--- src/rtl/pll_seq_pkg.sv ---
package pll_seq_pkg;
   localparam int IMG_W    = 64;
   localparam int ODIV_LSB = 0;
   localparam int ODIV_W   = 7;
   localparam int MULT_LSB = 21;
   localparam int MULT_W   = 9;
   localparam int IDIV_LSB = 32;
   localparam int IDIV_W   = 7;
   localparam int LOCK_BIT = 39;
   localparam int OSEL_BIT = 40;
   localparam int TRIG_BIT = 43;
   localparam int BYP_BIT  = 44;
   localparam int PDN_BIT  = 45;

   typedef enum logic [3:0] {
      ST_IDLE, ST_BYP, ST_GATE, ST_PDN, ST_TRIG, ST_LOAD, ST_UNTRIG,
      ST_PUP, ST_SETTLE, ST_POLL, ST_ENOUT, ST_UNBYP
   } seq_st_e;

   function automatic logic [IMG_W-1:0] used_mask();
      logic [IMG_W-1:0] m;
      m = '0;
      for (int i = 0; i < ODIV_W; i++) m[ODIV_LSB+i] = 1'b1;
      for (int i = 0; i < MULT_W; i++) m[MULT_LSB+i] = 1'b1;
      for (int i = 0; i < IDIV_W; i++) m[IDIV_LSB+i] = 1'b1;
      m[OSEL_BIT] = 1'b1;
      m[TRIG_BIT] = 1'b1;
      m[BYP_BIT]  = 1'b1;
      m[PDN_BIT]  = 1'b1;
      return m;
   endfunction
endpackage

--- src/rtl/pll_seq_timer.sv ---
module pll_seq_timer #(
   parameter int CNT_W = 12
) (
   input  logic             clk,
   input  logic             rst_n,
   input  logic             clr_i,
   input  logic [CNT_W-1:0] limit_i,
   output logic             last_o
);
   logic [CNT_W-1:0] cnt_q;

   always_ff @(posedge clk or negedge rst_n) begin
      if (!rst_n)     cnt_q <= '0;
      else if (clr_i) cnt_q <= '0;
      else            cnt_q <= cnt_q + 1'b1;
   end

   assign last_o = (cnt_q == limit_i - 1'b1);
endmodule

--- src/rtl/pll_seq_image.sv ---
module pll_seq_image
   import pll_seq_pkg::*;
(
   input  logic                      clk,
   input  logic                      rst_n,
   input  seq_st_e                   step_i,
   input  logic [ODIV_W-1:0]         odiv_i,
   input  logic [MULT_W-1:0]         mult_i,
   input  logic [IDIV_W-1:0]         idiv_i,
   output logic [IMG_W-1:0]          img_o
);
   logic [IMG_W-1:0] img_q, img_d;

   always_comb begin
      img_d = img_q;
      unique case (step_i)
         ST_BYP:    img_d[BYP_BIT]  = 1'b1;
         ST_GATE:   img_d[OSEL_BIT] = 1'b0;
         ST_PDN:    img_d[PDN_BIT]  = 1'b1;
         ST_TRIG:   img_d[TRIG_BIT] = 1'b1;
         ST_LOAD: begin
            img_d[ODIV_LSB +: ODIV_W] = odiv_i;
            img_d[MULT_LSB +: MULT_W] = mult_i;
            img_d[IDIV_LSB +: IDIV_W] = idiv_i;
         end
         ST_UNTRIG: img_d[TRIG_BIT] = 1'b0;
         ST_PUP:    img_d[PDN_BIT]  = 1'b0;
         ST_ENOUT:  img_d[OSEL_BIT] = 1'b1;
         ST_UNBYP:  img_d[BYP_BIT]  = 1'b0;
         default:   img_d = img_q;
      endcase
   end

   always_ff @(posedge clk or negedge rst_n) begin
      if (!rst_n) begin
         img_q          <= '0;
         img_q[BYP_BIT] <= 1'b1;
         img_q[PDN_BIT] <= 1'b1;
      end else begin
         img_q <= img_d;
      end
   end

   assign img_o = img_q;
endmodule

--- src/rtl/pll_reprog_seq.sv ---
module pll_reprog_seq
   import pll_seq_pkg::*;
#(
   parameter int CYC_PER_US = 100,
   parameter int SETTLE_US  = 2,
   parameter int POLL_MAX   = 2000
) (
   input  logic        clk,
   input  logic        rst_n,
   input  logic        start_i,
   input  logic [6:0]  odiv_i,
   input  logic [8:0]  mult_i,
   input  logic [6:0]  idiv_i,
   input  logic        lock_i,
   output logic [63:0] ctrl_o,
   output logic        busy_o,
   output logic        done_o,
   output logic        timeout_o
);
   localparam int SETTLE_CYC = CYC_PER_US * SETTLE_US;
   localparam int CNT_MAX    = (SETTLE_CYC > POLL_MAX) ? SETTLE_CYC : POLL_MAX;
   localparam int CNT_W      = $clog2(CNT_MAX + 1);

   generate
      if (SETTLE_CYC < 1) begin : g_bad_settle
         $error("settle interval must be at least one clock");
      end
      if (POLL_MAX < 1) begin : g_bad_poll
         $error("POLL_MAX must be at least one");
      end
   endgenerate

   seq_st_e            st_q, st_d;
   logic [ODIV_W-1:0]  odiv_q;
   logic [MULT_W-1:0]  mult_q;
   logic [IDIV_W-1:0]  idiv_q;
   logic               tmo_q, done_q;
   logic               t_clr, t_last;
   logic [CNT_W-1:0]   t_limit;

   always_comb begin
      st_d = st_q;
      unique case (st_q)
         ST_IDLE:   if (start_i) st_d = ST_BYP;
         ST_BYP:    st_d = ST_GATE;
         ST_GATE:   st_d = ST_PDN;
         ST_PDN:    st_d = ST_TRIG;
         ST_TRIG:   st_d = ST_LOAD;
         ST_LOAD:   st_d = ST_UNTRIG;
         ST_UNTRIG: st_d = ST_PUP;
         ST_PUP:    st_d = ST_SETTLE;
         ST_SETTLE: if (t_last) st_d = ST_POLL;
         ST_POLL:   if (lock_i || t_last) st_d = ST_ENOUT;
         ST_ENOUT:  st_d = ST_UNBYP;
         ST_UNBYP:  st_d = ST_IDLE;
         default:   st_d = ST_IDLE;
      endcase
   end

   assign t_limit = (st_q == ST_POLL) ? CNT_W'(POLL_MAX) : CNT_W'(SETTLE_CYC);
   assign t_clr   = !((st_q == ST_SETTLE) || (st_q == ST_POLL)) || (st_d != st_q);

   pll_seq_timer #(.CNT_W(CNT_W)) u_timer (
      .clk     (clk),
      .rst_n   (rst_n),
      .clr_i   (t_clr),
      .limit_i (t_limit),
      .last_o  (t_last)
   );

   always_ff @(posedge clk or negedge rst_n) begin
      if (!rst_n) begin
         st_q   <= ST_IDLE;
         odiv_q <= '0;
         mult_q <= '0;
         idiv_q <= '0;
         tmo_q  <= 1'b0;
         done_q <= 1'b0;
      end else begin
         st_q   <= st_d;
         done_q <= (st_q == ST_UNBYP);
         if (st_q == ST_IDLE && start_i) begin
            odiv_q <= odiv_i;
            mult_q <= mult_i;
            idiv_q <= idiv_i;
            tmo_q  <= 1'b0;
         end else if (st_q == ST_POLL && !lock_i && t_last) begin
            tmo_q  <= 1'b1;
         end
      end
   end

   pll_seq_image u_image (
      .clk    (clk),
      .rst_n  (rst_n),
      .step_i (st_q),
      .odiv_i (odiv_q),
      .mult_i (mult_q),
      .idiv_i (idiv_q),
      .img_o  (ctrl_o)
   );

   assign busy_o    = (st_q != ST_IDLE);
   assign done_o    = done_q;
   assign timeout_o = tmo_q;
endmodule

--- config.mk ---
export PLATFORM = sky130hd
export DESIGN_NAME = pll_reprog_seq
export DESIGN_NICKNAME = d
export VERILOG_FILES = /design/src/rtl/pll_seq_pkg.sv /design/src/rtl/pll_seq_timer.sv /design/src/rtl/pll_seq_image.sv /design/src/rtl/pll_reprog_seq.sv
export SDC_FILE = /design/constraint.sdc
export NUM_CORES = 1
export LEC_CHECK = 0
export ABC_AREA = 1
export BUFFER_PORTS_ARGS = -buffer_cell sky130_fd_sc_hd__buf_2
export CAP_MARGIN = 25
export CORE_ASPECT_RATIO = 0.75
export CORE_MARGIN = 5
export CORE_UTILIZATION = 50
export DETAILED_ROUTE_END_ITERATION = 10
export PLACE_DENSITY = 0.85
export SYNTH_ARGS = -nofsm -noshare
export SYNTH_HDL_FRONTEND = slang
export SYNTH_SLANG_ARGS = --single-unit
--- constraint.sdc ---
create_clock -name clk -period 1.9 [get_ports clk]
set_input_delay 0.38 -clock clk [delete_from_list [all_inputs] [get_ports clk]]
set_output_delay 0.38 -clock clk [all_outputs]
set_load 0.02 [all_outputs]
* Yosys cells after proc, flatten, opt, wreduce, memory -nomap -nowiden
Cells that the tools add are included.
** Cells by class
- Add/subtract/negate cells :: 2
- Multiply operators :: 0
- Div/mod/pow operators :: 0
- Magnitude comparators :: 0
- Equality and inequality tests :: 13
- Shifts and indexed selects :: 0
- Muxes and demuxes :: 12
- Bitwise operators :: 0
- Reductions and logical operators :: 15
** Operators with widths (count)
- 4-bit case mux with 11 select lines :: 1
- 11-bit 2-to-1 mux :: 2
- 4-bit by 3-bit == test with 1-bit output (second input constant) :: 4
- 4-bit == test (second input constant) :: 4
- 4-bit 2-to-1 mux :: 3
- 11-bit by 1-bit adder with 11-bit output (second input constant) :: 1
- 11-bit == test :: 1
- 11-bit by 1-bit subtractor with 11-bit output (second input constant) :: 1
- 2-bit nonzero test :: 5
- 4-bit by 2-bit == test with 1-bit output (second input constant) :: 2
- 1-bit case mux with 2 select lines :: 4
- 4-bit by 1-bit == test with 1-bit output (second input constant) :: 1
- 4-bit logical NOT :: 1
- 4-bit inequality test :: 1
- 4-bit nonzero test :: 1
- 1-bit logical AND :: 3
- 1-bit logical OR :: 3
- 1-bit logical NOT :: 2
- 1-bit 2-to-1 mux :: 2
** Storage, ports and cells
- Register bits after elaboration :: 67
- Bits in latches :: 0
- Memory bits (writable) :: 0
- Bits in read-only memories :: 0
- Input bits :: 27
- Word-level logic and storage cells :: 54
- Memories kept :: 0

* Longest topological paths before layout
Gate-level depths: netlist (run 1).
- Word-level depth :: 10
- Depth in mapped cells :: 13
- Mapped depth without buffers :: 12

* By module
Synthesis (run 1) repeated with hierarchy kept, for this count alone.
** Second synthesis, totals
- Cell total of the unflattened synthesis :: 451
- Area, all modules :: 3602.2 um^2
** By module, submodules not included
- pll_seq_image :: instances 1, cells each 166, area each 1420.1 um^2, sequential area each 678.2 um^2
- pll_reprog_seq :: instances 1, cells each 146, area each 1255.0 um^2, sequential area each 725.7 um^2
- pll_seq_timer :: instances 1, cells each 139, area each 927.1 um^2, sequential area each 275.3 um^2

* Worst setup path after synthesis (run 1)
OpenSTA, ideal clock, no wires.
- Path type :: register to register
- Start point :: register u_timer.cnt_q[0]
- End point :: register u_timer.cnt_q[9]
- Setup time :: 121 ps
- Arrival time :: 1479 ps
- Data required time :: 1779 ps
- Path slack :: 301 ps
- Stages on the path, launching flop included :: 11
- Path buffers :: 1
- Clock period less this slack :: 1599 ps
- Cell sequence :: dfrtp_1 ha_1 nand3_1 nor3_1 nand3_2 nand2_1 inv_1 o21bai_1 nand2_1 buf_6 nor2_2
** On the way
- Longest elaborated chain between the ends :: 7
** Ends and longest elaborated chain
- start: declaration :: line pll_seq_timer.sv:10 : logic [CNT_W-1:0] cnt_q;
- start signal: assignment :: line pll_seq_timer.sv:15 : else cnt_q <= cnt_q + 1'b1;
- 11-bit == test :: line pll_seq_timer.sv:18 : assign last_o = (cnt_q == limit_i - 1'b1);
- 1-bit logical OR :: line pll_reprog_seq.sv:53 : ST_POLL: if (lock_i || t_last) st_d = ST_ENOUT;
- 4-bit 2-to-1 mux :: line pll_reprog_seq.sv:53
- 4-bit case mux with 11 select lines :: line pll_reprog_seq.sv:43 : unique case (st_q)
- 4-bit inequality test :: line pll_reprog_seq.sv:61 : assign t_clr = !((st_q == ST_SETTLE) || (st_q == ST_POLL)) || (st_d != st_q);
- 1-bit logical OR :: line pll_reprog_seq.sv:61
- 11-bit 2-to-1 mux * :: line pll_seq_timer.sv:14 : else if (clr_i) cnt_q <= '0;
Every way passes the cells marked *; elsewhere a longest branch is shown, timed or not.
A chain may end at the register's enable or synchronous reset.

* Final worst setup path (run 1)
- Start point :: register st_q[2]
- End point :: output port busy_o
** On the way
- Longest elaborated chain between the ends :: 1
** Ends and longest elaborated chain
- start: declaration :: line pll_reprog_seq.sv:33 : seq_st_e st_q, st_d;
- start signal: assignment :: line pll_reprog_seq.sv:80 : st_q <= st_d;
- 4-bit nonzero test :: line pll_reprog_seq.sv:103 : assign busy_o = (st_q != ST_IDLE);
- end: declaration :: line pll_reprog_seq.sv:16 : output logic busy_o,
Every way passes these cells.

==> results of run 1 <==
stage by stage:
| step | utilization, % | setup TNS (ps) | total power [mW] |
|---|---|---|---|
| 2_1_floorplan | - | 0 | 1.75 |
| 3_3_place_gp | 56.6 | 0 | 1.80 |
| 3_5_place_dp | 56.6 | 0 | 1.81 |
| 4_1_cts | 60.2 | 0 | 2.99 |
| 5_1_grt | 60.5 | -4.80 | 3.10 |
| 6_report | 60.5 | 0 | 2.94 |
critical path: stages, from the launching register on:
cell	delay [ps]
dfrtp_1	450
nor2_1	210
nand2_1	140
buf_2	180
final timing paths:
check | endpoint | slack [ps] | cells after the start
min in group asynchronous | u_image.img_o[2]$_DFFE_PN0P_ | 540 | 2
min reg2reg | u_timer.cnt_q[0]$_DFF_PN0_ | 470 | 1
max in group asynchronous | st_q[0]$_DFF_PN0_ | 840 | 3
max reg2reg | u_timer.cnt_q[2]$_DFF_PN0_ | 210 | 10
min | idiv_q[3]$_DFFE_PN0P_ | 250 | 3
max | busy_o | 200 | 3
final cells by class:
cell class | count | area [sq um]
Clock buffer | 9 | 124
Clock inverter | 7 | 77.6
Fill cell | 513 | 2310
Inverter | 39 | 146
Multi-Input combinational cell | 219 | 1040
Sequential cell | 67 | 1680
Tap cell | 78 | 97.6
Timing Repair Buffer | 63 | 373
metal layers:
metal,track usage (%),wire length [um],up-vias
li1,-,-,1097
met1,19.5,2490,1019
met2,26.2,2770,63
met3,6.36,399,7
met4,7.00,73,0
met5,0,0,-
sequential cells by signal, summed over array words and instances, names as in the netlist:
register and count:
done_o 1, idiv_q 7, mult_q 9, odiv_q 7, st_q 4, timeout_o 1
u_image.img_o 27, u_timer.cnt_q 11
power groups by stage:
stage / clock [mW] / sequential (mW) / combinational, mW
floorplan: 0 / 1.58 / 0.172
global placement: 0 / 1.54 / 0.263
detailed placement: 0 / 1.54 / 0.268
CTS: 1.20 / 1.51 / 0.271
global route: 1.28 / 1.52 / 0.300
finish: 1.16 / 1.51 / 0.269
cells by family after synthesis:
| group | Yosys count | synth area share, % |
|---|---|---|
| AOI/OAI and AO/OA | 56 | 9.47 |
| adders and majority gates | 1 | 0.412 |
| xor gates and xnor gates | 8 | 2.31 |
| DFF | 67 | 55.2 |
| buffers and inverters | 86 | 15.6 |
| and+or+nand+nor | 117 | 16.9 |
| other | 1 | 0.123 |
repair_timing:
action                     CTS  global route
setup endpoints to repair    0            11
resized for setup            0             4
hold buffers                 1             0
hold endpoints to repair     3             0
cell usage in the layout, fill, tap and decap left out, types with 2 or more instances in the layout:
master,count
buf_12,3
buf_2,56
buf_4,3
clkbuf_8,9
clkinv_4,3
conb_1,37
dfrtp_1,64
dfstp_2,2
inv_1,35
inv_2,4
nand2_1,74
nand2_2,3
nand3_1,5
nor2_1,10
nor2_2,11
nor2_4,3
nor3_1,6
o21ai_0,45
o21ai_1,8
xnor2_1,4
xor2_1,4
==> metrics.cfg, run 1 <==
[outcome]
outcome = finished, final reports clean

[logic_synthesis]
async_reset_ff_share_pct = 100
synth_warnings = 0
yosysTopAreaCell = dfrtp_1
synth_enable_flop_cells = 0
synth_top_area_share_pct = 53.5
syn_inst = 336
yosys_register_bits = 67
ys_top_cells_by_area = dfrtp_1 (54%), buf_4 (9.1%), nand2_1 (9.1%)
synth.yosys.seq_area_share_pct = 55.2
yosys.cell_types.count = 28
yosysMostFrequentCell = nand2_1
ys_top_cells_by_count = nand2_1 (74), dfrtp_1 (65), o21ai_0 (45)
synthFlopType = dfrtp_1
syn_area_per_cell_sq_um = 9.05
syn_area_sq_mm = 0.00304

[power_and_ir_drop]
power_frac_clock_pct = 39.4
p_int_mw = 2.18
vdd_drop_max_uv = 563
powerDensity_mw_per_mm2 = 829
seqPwrFrac_pct = 51.5
netSwitchingFraction_pct = 25.9
comb_power_share_pct = 9.1
p_switching_mw = 0.759
p_leak_nw = 1.88

[worst_setup_path]
start_kind = register
r2r_start = u_timer.cnt_q[0]$_DFF_PN0_
cp.arrival_ps = 1320
worstSetupPathType = register to output port
crit_path_start = st_q[2]$_DFF_PN0_
end_kind = output port
cp.required_ps = 1520
cp_max_fo = 6

[clock_network]
clk_pin_slew_ps = 70
cts_root_buf = clkbuf_8
insertion_delay_ps = 330
cts_setup_buffers = 0
cts_buffers = 9
cts_max_level = 3
clock_sinks = 67
clk_path_buf_depth = 2
tritoncts = built

[grt]
grt_pass1_wl_mm = 9.89
antenna_found_initial = 0
grt_overflow_total = 0
grt_pass1_vias = 2192
grtUsageTotal_pct = 16.2
grt_max_degree = 48

[detailed_routing]
routedWlPerCell_um = 11.9
drc = 0
dr.pass1.iters = 4
ant_nets = 0
vias_per_cell = 4.54
vias = 2186
wl_mm = 5.73
drt_iter0_markers = 104

[timing]
hold_viol = 0
finalMaxSlewViolations = 0
max_freq_mhz = 590
fin_crit_sh_pct = 89.2
skew_ps = 5.29
holdWs_ps = 248
final.setup.worst_slack_ps = 204
setup_viol_count_final = 0
worst_slew_pin_slew_ps = 506
fin_crit_ps = 1700
relSlewSlack_pct = 66.0

[floorplan]
core_sq_mm = 0.00586
fp.dieW_um = 100
boundaryPins = 94
rows = 24
start_util_pct = 51.9
die_y_um = 77.5
die_area_sq_mm = 0.00775

[placement]
post-place-ws_ps = 131
dp_hpwl_mm = 4.22
port_buffers = 56
dp.cells = 465
place_congestion = 0.837
postPlaceCellArea_sq_mm = 0.00332

[hold_path]
min_path_type = input port to register
hold_start = idiv_i[3]

[cells_and_area]
finish.instance_area_sq_mm = 0.00354
final_cells = 482
fin_nets = 427
layout-drive-gt1-share_pct = 26.0
area_growth_pct = 16.6
diodes = 0

[flow_run]
maxCapViolations = 0

No activity file was read; power rests on OpenSTA's default activity.
==> run 2: changes to the inputs <==
--- a/config.mk
+++ b/config.mk
@@ -12,7 +12,7 @@
 export CORE_MARGIN = 5
 export CORE_UTILIZATION = 50
 export DETAILED_ROUTE_END_ITERATION = 10
-export PLACE_DENSITY = 0.85
+export PLACE_DENSITY = 0.78
 export SYNTH_ARGS = -nofsm -noshare
 export SYNTH_HDL_FRONTEND = slang
 export SYNTH_SLANG_ARGS = --single-unit
==> metrics.cfg, run 2 (synthesis results as in run 1) <==
[floorplan]
fp.dieW_um = 100  ; unchanged
start_util_pct = 51.9  ; unchanged
rows = 24  ; unchanged
boundaryPins = 94  ; unchanged
die_y_um = 77.5  ; unchanged
die_area_sq_mm = 0.00775  ; unchanged
core_sq_mm = 0.00586  ; unchanged

[grt]
antenna_found_initial = 0  ; unchanged
grt_max_degree = 50  ; +4.2%
grt_overflow_total = 0  ; unchanged
grtUsageTotal_pct = 15.1  ; -1.1 points
grt_pass1_wl_mm = 9.32  ; -5.9%
grt_pass1_vias = 2062  ; -5.9%

[worst_setup_path]
start_kind = register
cp_max_fo = 11  ; +5
r2r_cells = 10  ; unchanged
r2r_setup_slack_ps = 170  ; -40 ps
r2r_start = u_timer.cnt_q[0]$_DFF_PN0_
crit_path_start = u_timer.cnt_q[0]$_DFF_PN0_
cp.required_ps = 2120  ; +600 ps
r2r-end = u_timer.cnt_q[10]$_DFF_PN0_
worstSetupPathType = register to register
critPathCapture = u_timer.cnt_q[10]$_DFF_PN0_
cp.arrival_ps = 1950  ; +630 ps
end_kind = register

[power_and_ir_drop]
p_int_mw = 2.44  ; +12%
p_leak_nw = 1.89  ; +0.65%
seqPwrFrac_pct = 47.6  ; -3.9 points
vdd_drop_max_uv = 532  ; -5.5%
power.total_mw = 3.18  ; +8.1%
netSwitchingFraction_pct = 23.3  ; -2.6 points
powerDensity_mw_per_mm2 = 895  ; +7.9%
power_frac_clock_pct = 44.1  ; +4.7 points
p_switching_mw = 0.739  ; -2.6%
comb_power_share_pct = 8.3  ; -0.8 points

[placement]
dp_hpwl_mm = 4.02  ; -4.8%
place_congestion = 0.795  ; -4.9%
port_buffers = 56  ; unchanged
postPlaceCellArea_sq_mm = 0.00330  ; -0.60%

[clock_network]
cts_max_level = 3  ; unchanged
clk_pin_slew_ps = 80  ; about the same
clk_path_buf_depth = 2  ; unchanged
tritoncts = built
clock_sinks = 67  ; unchanged
cts_root_buf = clkbuf_8
insertion_delay_ps = 340  ; about the same
cts_buffers = 9  ; unchanged

[detailed_routing]
wl_mm = 5.58  ; -2.6%
drc = 0  ; unchanged
vias_per_cell = 4.58  ; +0.90%
vias = 2201  ; +0.69%
drt_iter0_markers = 101  ; -2.9%
routedWlPerCell_um = 11.6  ; -2.4%
ant_nets = 0  ; unchanged
dr.pass1.iters = 4  ; unchanged

[cells_and_area]
final_cell_mix = nand2_1 (74), dfrtp_1 (65), buf_2 (56)
finish.instance_area_sq_mm = 0.00355  ; +0.21%
fillers = 529  ; +3.1%
layout-drive-gt1-share_pct = 24.8  ; -1.2 points
diodes = 0  ; unchanged
fin_nets = 426  ; -0.23%
largest_reg_flops = 27  ; unchanged
final_common_cell = nand2_1
area_growth_pct = 16.8

[timing]
holdWs_ps = 247  ; -1.18 ps
finalMaxSlewViolations = 0  ; unchanged
skew_ps = 7.93  ; +2.63 ps
rsz0062_at_grt = false
max_freq_mhz = 578  ; -2.0%
timing.setup.tns_ps = 0  ; unchanged
fin_crit_ps = 1730  ; +35.0 ps
setup_viol_count_final = 0  ; unchanged
hold_viol = 0  ; unchanged
fin_crit_sh_pct = 91.1  ; +1.8 points

[flow_run]
maxCapViolations = 0  ; unchanged

[hold_path]
min_path_type = input port to register

[outcome]
outcome = finished, final reports clean

-- run 2: cell types whose count changed in the layout (fill, tap and decap cells not counted), sizes merged --
cell	before	now
clkinv	4	2
buf	62	61
clkbuf	9	10
clkinvlp	1	0
bufinv	1	3
-- run 2: how the worst min path moves through the flow --
stage / from / slack (ps) / to / cells past startpoint
detailed placement: rst_n / 350 / u_image.img_o[0]$_DFFE_PN0P_ / 1
CTS: mult_i[4] / 230 / mult_q[4]$_DFFE_PN0P_ / 3
floorplan: rst_n / 80 / done_o$_DFF_PN0_ / 0
global route: idiv_i[6] / 250 / idiv_q[6]$_DFFE_PN0P_ / 3
finish: idiv_i[6] / 250 / idiv_q[6]$_DFFE_PN0P_ / 3
global placement: rst_n / 340 / u_image.img_o[0]$_DFFE_PN0P_ / 1
-- run 2: what timing repair did --
item / CTS / global route
resized for setup: 0 / 1
endpoints found under the setup margin: 0 / 10
setup buffers: 0 / 0
hold endpoints to repair: 18 / 0
hold buffers: 1 / 0
-- run 2: power groups by stage --
stage / Sequential, mW / Clock (mW) / Combinational (mW)
floorplan: 1.58 / 0 / 0.172
CTS: 1.51 / 1.43 / 0.266
detailed placement: 1.54 / 0 / 0.263
global placement: 1.54 / 0 / 0.257
finish: 1.51 / 1.40 / 0.263
global route: 1.52 / 1.49 / 0.293
-- run 2: worst max-delay path, cell delays in order, from the launching register on --
cell      delay, ps
dfrtp_1         380
ha_1            210
nand3_1          80
nor3_1          250
nand3_2         130
nand2_1         100
inv_1            40
o21bai_1        140
nand2_1         100
buf_12          150
nor2_1           50
-- run 2: final cells by class --
cell class              instances  area, sq um  share of cell area [%]
flip-flops and latches         67         1680                    47.3
multi-input cells             219         1030                    29.1
repair buffers                 62          353                    9.94
well taps                      78         97.6                    2.75
inverters                      39          146                    4.12
clock buffers                  10          128                    3.59
clock inverters                 6          113                    3.17
-- run 2: metal layers --
layer / part of all wire, % / routed length, um / vias up / track usage, %
li1: - / - / 1095 / -
met1: 42 / 2370 / 1016 / 19.0
met2: 48 / 2660 / 81 / 24.7
met3: 8.0 / 444 / 9 / 3.85
met4: 2.0 / 111 / 0 / 6.86
met5: 0 / 0 / - / 0
-- run 2: stage by stage --
stage                     utilization [%]  setup slack [ps]  cells
final                                60.6               169    481
after floorplan                         -               301    372
after detailed placement             56.3               167    464
after global routing                 60.6              31.4    481
after CTS                            60.6               155    481
after global placement               56.3               223    464
==> run 3: changes to the inputs <==
--- a/config.mk
+++ b/config.mk
@@ -8,7 +8,6 @@
 export ABC_AREA = 1
 export BUFFER_PORTS_ARGS = -buffer_cell sky130_fd_sc_hd__buf_2
 export CAP_MARGIN = 25
-export CORE_ASPECT_RATIO = 0.75
 export CORE_MARGIN = 5
 export CORE_UTILIZATION = 50
 export DETAILED_ROUTE_END_ITERATION = 10
==> metrics.cfg, run 3 (synthesis results as in run 1) <==
[placement]
postPlaceCellArea_sq_mm = 0.00327  ; -0.65%
port_buffers = 56  ; unchanged
place_congestion = 0.852  ; +7.1%
dp_hpwl_mm = 3.97  ; -1.2%

[worst_setup_path]
start_kind = register
end_kind = register
cpMostUsedCell = nand2_1
cp_max_fo = 6  ; -5
crit_path_top_delay_cell = dfrtp_1
slowest_delay_ps = 380  ; about the same
worstSetupPathType = register to register
cp.required_ps = 2120  ; about the same
crit_chain = ha_1 -> nand3_1 -> nor3_1 -> nand3_2 -> nand2_1 -> inv_1 -> o21bai_1 -> nand2_1 -> buf_4 -> nor2_2
cp.arrival_ps = 1950  ; about the same

[detailed_routing]
vias_per_cell = 4.62  ; +0.93%
drc = 0  ; unchanged
drt_iter0_markers = 77  ; -24%
vias = 2203  ; +0.091%
ant_nets = 0  ; unchanged
dr.pass1.iters = 4  ; unchanged
wl_mm = 5.64  ; +1.0%
routedWlPerCell_um = 11.8  ; +1.9%

[power_and_ir_drop]
p_int_mw = 2.43  ; -0.17%
comb_power_share_pct = 8.2  ; about the same
p_leak_nw = 1.87  ; -0.86%
netSwitchingFraction_pct = 24.0  ; +0.68 points
p_switching_mw = 0.767  ; +3.7%
vdd_drop_max_uv = 753  ; +41%
power_frac_clock_pct = 44.5  ; +0.4 points
power.total_mw = 3.20  ; +0.73%
powerDensity_mw_per_mm2 = 910  ; +1.7%
seqPwrFrac_pct = 47.3  ; -0.3 points

[floorplan]
fp.dieW_um = 88.0  ; -12%
core_sq_mm = 0.00592  ; +1.1%
die_y_um = 88.0  ; +13%
boundaryPins = 94  ; unchanged
rows = 28  ; +17%
start_util_pct = 51.3  ; -0.57 points
die_area_sq_mm = 0.00774  ; -0.21%

[clock_network]
clock_sinks = 67  ; unchanged
clk_pin_slew_ps = 80  ; about the same
cts_max_level = 3  ; unchanged
tritoncts = built
cts_resized = 0  ; unchanged
cts_buffers = 9  ; unchanged
cts_setup_buffers = 0  ; unchanged
clk_path_buf_depth = 2  ; unchanged
cts_root_buf = clkbuf_8
insertion_delay_ps = 330  ; about the same
ctsHoldBuffers = 0  ; -1

[grt]
grt_pass1_vias = 2075  ; +0.63%
grt_overflow_total = 0  ; unchanged
antenna_found_initial = 0  ; unchanged
grt_max_degree = 48  ; -4.0%
grt_pass1_wl_mm = 9.48  ; +1.8%
grtUsageTotal_pct = 15.8  ; +0.74 points

[cells_and_area]
final_common_cell = nand2_1
final_cell_mix = nand2_1 (74), dfrtp_1 (65), buf_2 (56)
layout-drive-gt1-share_pct = 24.9  ; +0.062 points
fillers = 538  ; +1.7%
area_growth_pct = 15.7
postLayoutCoreUtil_pct = 59.4  ; -1.3 points
finish.instance_area_sq_mm = 0.00352  ; -0.99%
fin_nets = 425  ; -0.23%
diodes = 0  ; unchanged
largest_reg_flops = 27  ; unchanged

[timing]
fin_crit_sh_pct = 91.0  ; about the same
worst_slew_pin_slew_ps = 517
skew_ps = 5.29  ; -2.64 ps
finalMaxSlewViolations = 0  ; unchanged
fin_crit_ps = 1730  ; -0.911 ps
timing.setup.tns_ps = 0  ; unchanged
max_freq_mhz = 578  ; about the same
relSlewSlack_pct = 65.6
hold_viol = 0  ; unchanged
rsz0062_at_grt = false
setup_viol_count_final = 0  ; unchanged
holdWs_ps = 9.46  ; -238 ps

[flow_run]
maxCapViolations = 0  ; unchanged

[outcome]
outcome = finished, final reports clean

[hold_path]
min_path_type = input port to asynchronous set/reset pin

[run 3: per-stage QoR]
stage | instances | setup slack [ps]
after floorplan | 372 | 301
after global placement | 461 | 222
after detailed placement | 461 | 180
after CTS | 477 | 168
after global routing | 477 | 8.63
final | 477 | 170
[run 3: layout make-up]
| cell class | instances | area, sq um | share of cell area (%) |
|---|---|---|---|
| clock buffer | 10 | 128 | 3.63 |
| multi-input combinational | 219 | 1020 | 29.1 |
| inverter | 39 | 146 | 4.16 |
| sequential | 67 | 1680 | 47.8 |
| tap | 75 | 93.8 | 2.67 |
| clock inverter | 6 | 114 | 3.24 |
| timing repair buffer | 61 | 330 | 9.40 |
[run 3: power by group through the flow]
stage	Combinational [mW]	Clock (mW)	Sequential, mW
floorplan	0.172	0	1.58
global placement	0.257	0	1.54
detailed placement	0.263	0	1.54
CTS	0.264	1.44	1.52
global route	0.295	1.51	1.52
finish	0.261	1.42	1.52
[run 3: metal layers]
layer  vias up  global-route usage [%]  part of all wire [%]
met4         0                    5.02                  0.87
met2        70                    24.1                    47
li1       1094                       -                     -
met5         -                       0                     0
met3         5                    4.99                   7.3
met1      1034                    21.8                    45
[run 3: worst max-delay path: cells and delay by family, from the launching register on]
family                   cells  cell delay (ps)
AO/OA/AOI/OAI                1              150
adder cells (fa/ha/maj)      1              210
buffers and inverters        2              220
flip-flops                   1              380
AND/OR/NAND/NOR              6              670
[run 3: path summary, 6_finish.rpt]
path | from | endpoint | slack, ps | cells past startpoint
worst max-delay path | u_timer.cnt_q[0]$_DFF_PN0_ | u_timer.cnt_q[2]$_DFF_PN0_ | 170 | 10
worst min-delay path | rst_n | idiv_q[4]$_DFFE_PN0P_ | 9 | 1
worst max register to register | u_timer.cnt_q[0]$_DFF_PN0_ | u_timer.cnt_q[2]$_DFF_PN0_ | 170 | 10
worst min register to register | u_timer.cnt_q[0]$_DFF_PN0_ | u_timer.cnt_q[0]$_DFF_PN0_ | 460 | 1
max in group asynchronous | rst_n | u_image.img_o[35]$_DFFE_PN0P_ | 1280 | 2
min in group clk | idiv_i[6] | idiv_q[6]$_DFFE_PN0P_ | 240 | 3
